`config.mk`:
```
export PLATFORM = sky130hd
export DESIGN_NAME = spdt_latch
export DESIGN_NICKNAME = d
export VERILOG_FILES = /design/src/rtl/spdt_pkg.sv /design/src/rtl/spdt_sync.sv /design/src/rtl/spdt_decode.sv /design/src/rtl/spdt_state.sv /design/src/rtl/spdt_latch.sv
export SDC_FILE = /design/constraint.sdc
export NUM_CORES = 1
export LEC_CHECK = 0
export ABC_AREA = 1
export BUFFER_PORTS_ARGS = -buffer_cell sky130_fd_sc_hd__buf_2
export CELL_PAD_IN_SITES_DETAIL_PLACEMENT = 0
export CELL_PAD_IN_SITES_GLOBAL_PLACEMENT = 2
export CORE_AREA = 2 2 39 41
export DETAILED_ROUTE_END_ITERATION = 10
export DIE_AREA = 0 0 41 43
export GPL_TIMING_DRIVEN = 0
export PLACE_DENSITY_LB_ADDON = 0.2
export SLEW_MARGIN = 20
export SYNTH_ARGS = -nofsm -noshare
export SYNTH_HDL_FRONTEND = slang
export SYNTH_HIERARCHICAL = 1
export SYNTH_SLANG_ARGS = --single-unit
export TNS_END_PERCENT = 1
```
`constraint.sdc`:
```
create_clock -name clk_i -period 1.5 [get_ports clk_i]
set_clock_uncertainty 0.2 [all_clocks]
set_input_delay 0.15 -clock clk_i [delete_from_list [all_inputs] [get_ports clk_i]]
set_output_delay 0.15 -clock clk_i [all_outputs]
set_load 0.01 [all_outputs]
```
`src/rtl/spdt_pkg.sv`:
```
package spdt_pkg;
  typedef enum logic {
    POS_LO = 1'b0,
    POS_HI = 1'b1
  } pos_e;

  typedef struct packed {
    logic set;
    logic clr;
    logic conflict;
  } cmd_t;
endpackage

```
`src/rtl/spdt_sync.sv`:
```
module spdt_sync #(
  parameter int unsigned        WIDTH     = 2,
  parameter int unsigned        STAGES    = 2,
  parameter logic [WIDTH-1:0]   RESET_VAL = '1
) (
  input  logic             clk_i,
  input  logic             rst_ni,
  input  logic [WIDTH-1:0] d_i,
  output logic [WIDTH-1:0] q_o
);
  for (genvar b = 0; b < WIDTH; b++) begin : g_bit
    logic [STAGES-1:0] chain_q;
    always_ff @(posedge clk_i or negedge rst_ni) begin
      if (!rst_ni) chain_q <= {STAGES{RESET_VAL[b]}};
      else if (STAGES == 1) chain_q <= d_i[b];
      else chain_q <= {chain_q[STAGES-2:0], d_i[b]};
    end
    assign q_o[b] = chain_q[STAGES-1];
  end
endmodule

```
`src/rtl/spdt_decode.sv`:
```
module spdt_decode
  import spdt_pkg::*;
(
  input  logic hi_ni,
  input  logic lo_ni,
  output cmd_t cmd_o
);
  always_comb begin
    cmd_o.set      = !hi_ni && lo_ni;
    cmd_o.clr      = hi_ni && !lo_ni;
    cmd_o.conflict = !hi_ni && !lo_ni;
  end
endmodule

```
`src/rtl/spdt_state.sv`:
```
module spdt_state
  import spdt_pkg::*;
#(
  parameter pos_e INIT_POS = POS_LO
) (
  input  logic clk_i,
  input  logic rst_ni,
  input  cmd_t cmd_i,
  output logic pos_o,
  output logic change_o,
  output logic fault_o
);
  pos_e pos_q, pos_d;
  logic chg_q, flt_q;

  always_comb begin
    pos_d = pos_q;
    if (cmd_i.set)      pos_d = POS_HI;
    else if (cmd_i.clr) pos_d = POS_LO;
  end

  always_ff @(posedge clk_i or negedge rst_ni) begin
    if (!rst_ni) begin
      pos_q <= INIT_POS;
      chg_q <= 1'b0;
      flt_q <= 1'b0;
    end else begin
      pos_q <= pos_d;
      chg_q <= (pos_d != pos_q);
      flt_q <= flt_q | cmd_i.conflict;
    end
  end

  assign pos_o    = pos_q;
  assign change_o = chg_q;
  assign fault_o  = flt_q;
endmodule

```
`src/rtl/spdt_latch.sv`:
```
module spdt_latch
  import spdt_pkg::*;
#(
  parameter int unsigned SYNC_STAGES = 2,
  parameter pos_e        INIT_POS    = POS_LO
) (
  input  logic clk_i,
  input  logic rst_ni,
  input  logic pole_hi_ni,
  input  logic pole_lo_ni,
  output logic pos_o,
  output logic change_o,
  output logic fault_o
);
  localparam int unsigned NUM_POLES = 2;

  logic [NUM_POLES-1:0] raw_n, sync_n;
  logic hi_sync_n, lo_sync_n;
  cmd_t cmd;

  assign raw_n = {pole_hi_ni, pole_lo_ni};

  // idle value of each pin is high (pull-up)
  spdt_sync #(
    .WIDTH    (NUM_POLES),
    .STAGES   (SYNC_STAGES),
    .RESET_VAL({NUM_POLES{1'b1}})
  ) u_sync (
    .clk_i (clk_i),
    .rst_ni(rst_ni),
    .d_i   (raw_n),
    .q_o   (sync_n)
  );

  assign hi_sync_n = sync_n[1];
  assign lo_sync_n = sync_n[0];

  spdt_decode u_decode (
    .hi_ni(hi_sync_n),
    .lo_ni(lo_sync_n),
    .cmd_o(cmd)
  );

  spdt_state #(
    .INIT_POS(INIT_POS)
  ) u_state (
    .clk_i   (clk_i),
    .rst_ni  (rst_ni),
    .cmd_i   (cmd),
    .pos_o   (pos_o),
    .change_o(change_o),
    .fault_o (fault_o)
  );
endmodule

```
==> results.txt <==
- Result of the run: finished clean
* Switch Pwr: 0.0000836 W
- STA classifies the critical path startpoint as a flip-flop.
* Setup TNS Final: 0 ns
* Half-perimeter wire length after placement: ~250 um
- Slowest CP cell: dfstp_2
- Leading cell type in the layout, fill and taps excluded: buf_2
- Vias after detailed routing: approximately 160
* Final Hold Vio Count: 0
- Part of the power in combinational logic: about a tenth
- Required time of the critical path: between 1 and 1.5 ns
- In this run the number of H-tree levels came out at 1.
- Number of nets still failing antenna checks after routing: 0
* Floorplan Core Area: around 1400 um^2
- Setup slack of the worst register-to-register path: about 0.23 ns
- The number of cells on the worst reg-to-reg path is 6.
- In this run the worst hold path is classified as input port to async pin.
- After detailed routing, the average wire length per cell comes to ~6.1 um.
- Ant. Diodes: 0
- The top cell types in the final layout, fill and taps aside, are buf_2 (6), inv_1 (4), dfstp_2 (4).
* Initial antenna violation count: 0
- The worst setup path is captured at a flip-flop.
* CTS tree: built
- Number of endpoints failing setup at the final stage: 0
- Total design power: a little over 0.0004 W
- Ordered cell list for the critical path: buf_4, inv_1, nor2_1, inv_1, nand3_1, nand2_1
* Syn Std Cell Area: 249 um^2
* Worst path arrival time: between 1 and 1.5 ns
- Synthesis inferred 7 register bits.
- In this run the post-CTS setup repair buffer count came out at 0.
- After detailed routing, the number of vias per cell comes to about 3.3.
* Relative slew slack: 89.1%
- Max cap viols: 0
- CTS-repair resized insts: 0
- For this run, the number of Yosys warnings is 6.
* Worst reg2reg path endpoint: u_state/change_o
- The max-slew violation count came to 0.
- The final layout contains 39 nets.
- After clock tree synthesis, the flow added hold-fix buffers numbering 3.
- The initial utilization of the core area, before any placement, comes to between 10% and 20%.
* Unique masters post-synth: 9
* Achievable frequency: 789 MHz
- The most critical setup path has its startpoint at u_sync/g_bit[0].chain_q[1].
- Pwr Density: 1150 nW/um^2
* Proportion of total power due to net switching: between 20% and 30%
- Peak supply drop: between 0.0003 and 0.0004 V
* Overall global routing resource usage: about 5.6%
- Post-synthesis area per instance: between 10 and 15 um^2
- Pin placement for this block handled 7 I/O pins.
- In this run the worst path has a maximum fanout of 3.
- For this run, design rule violations remaining after detail routing come to 0.
* Start-to-end type of the worst setup path: flip-flop to flip-flop
- Sequential cells burn around 51% of the power.
* Maximum number of pins on one net before global-route repair: 8
- The analysis attributes to cell leakage a power of between 0.15 and 0.2 nW.
- Vias in the first global route: 174
- The smallest clock period supported by the final layout is computed as around 1.3 ns.
- Worst flop-to-flop path startpoint: u_sync/g_bit[0].chain_q[1]
- The first global-routing pass estimated around 600 um of wire.
* Total clock sinks: 7
- Clock network fraction of total power: about two fifths
- Port buffering added 6 buffers.
* Number of buffers on the longest clock path: 2
- Period Utilization, post-route: between 80% and 90%
- For this run, the register share of the synthesized area comes to between 70% and 80%.
- For this run, the slowest stage of the critical path takes a little over 0.5 ns.
- The area growth from synthesis to layout is 42.7%.
* Capturing instance or port of the critical path: u_state/change_o
- CTS Buf Count: 3
- Sum of overflow across all layers after global routing: 0
* Internal power contribution: about 0.00032 W
* Total wire length: slightly above 300 um
- Height of the die: ~43 um
* Pre-antenna DRT Iters: 1
- Counting every net in the synthesized netlist gives 25.
* Share of cells above drive strength 1: 47.1%
- Root buf cell: clkbuf_4
* RSZ-0062 raised after global routing: no
- Worst Max-Slew Pin Slew: between 0.15 and 0.2 ns
- The die is 41 um wide.
* Crit path top cell by count: inv_1
* Number of instances in the synthesized netlist: 21
* Number of placement rows: 14
- In this run, the number of DRC markers left after iteration 0 of detailed routing was 0.
- Routability-driven placement finished with a final weighted congestion of ~0.6.
- Clock latency on the worst-skew pair: 0.24 ns
* Die ar.: between 1500 and 2000 um^2
* Clock transition at the register clock pins on the worst setup and hold paths after CTS: roughly 0.050 ns
[worst max-delay path, delay by kind of cell (launching register included)]
kind	cells	cell delay, ns
and+or+nand+nor	3	0.24
buffers and inverters	3	0.21
DFF	1	0.51
[how the worst min path moves through the flow]
stage	endpoint	start
5_1_grt	u_state/change_o	rst_ni
3_5_place_dp	u_state/change_o	rst_ni
2_1_floorplan	u_state/change_o	rst_ni
4_1_cts	u_state/change_o	rst_ni
3_3_place_gp	u_state/change_o	rst_ni
6_report	u_state/change_o	rst_ni
[power by group through the flow]
stage	Clock [W]	Combinational (W)	Sequential [W]
final	0.000162	0.0000383	0.000208
after global routing	0.000182	0.0000430	0.000209
after CTS	0.000173	0.0000393	0.000208
after detailed placement	0	0.0000334	0.000211
after global placement	0	0.0000334	0.000211
after floorplan	0	0.0000155	0.000214
[layout make-up]
cell class	instances	area, um^2
Inverter	4	15.0
Tap cell	16	20.0
Fill cell	152	1030
Clock buffer	4	26.3
Buffer	2	15.0
Multi-Input combinational cell	8	38.8
Timing Repair Buffer	9	60.1
Sequential cell	7	180
[cell usage after synthesis]
| cell type | n | area (um^2) |
|---|---|---|
| nand2_1 | 2 | 7.51 |
| inv_1 | 4 | 15.0 |
| dfstp_2 | 4 | 105 |
| nor2_1 | 3 | 11.3 |
| o21ai_2 | 1 | 8.76 |
| nand3_1 | 1 | 5.00 |
| or2_1 | 1 | 6.26 |
| dfrtp_1 | 3 | 75.1 |
| buf_4 | 2 | 15.0 |
[metrics by stage]
stage          hold slack, ns  utilization [%]  area (um^2)  worst slack, ns  instances
6_report               0.0565             25.7          355            0.233         50
5_1_grt                0.0653             25.7          355            0.159         50
4_1_cts                0.0538             25.7          355            0.228         50
3_5_place_dp           -0.211             21.6          299            0.236         43
3_3_place_gp           -0.215             21.6          299            0.238         43
2_1_floorplan          -0.346                -          249            0.295         21
[layer usage]
metal | part of all wire (%) | routed length, um | up-vias | track usage [%]
li1 | - | - | 85 | -
met2 | 56 | 170 | 4 | 6.88
met5 | 0 | 0 | - | 0
met3 | 2.9 | 9 | 0 | 1.57
met1 | 41 | 125 | 75 | 6.00
met4 | 0 | 0 | 0 | 8.00
[flip-flops by register name (all words and copies together) (netlist names)]
| name | count |
|---|---|
| u_state/change_o | 1 |
| u_state/fault_o | 1 |
| u_state/pos_o | 1 |
| u_sync/g_bit.chain_q | 4 |
[kinds of logic (layout without fill, tap and decap cells)]
logic type / after synthesis / in the layout / synth area share, %
AO/OA/AOI/OAI: 1 / 1 / 3.52
buffers and inverters: 6 / 19 / 12.1
flip-flops: 7 / 7 / 72.4
AND/OR/NAND/NOR: 7 / 7 / 12.1
Power figures use the tool's default switching activity.
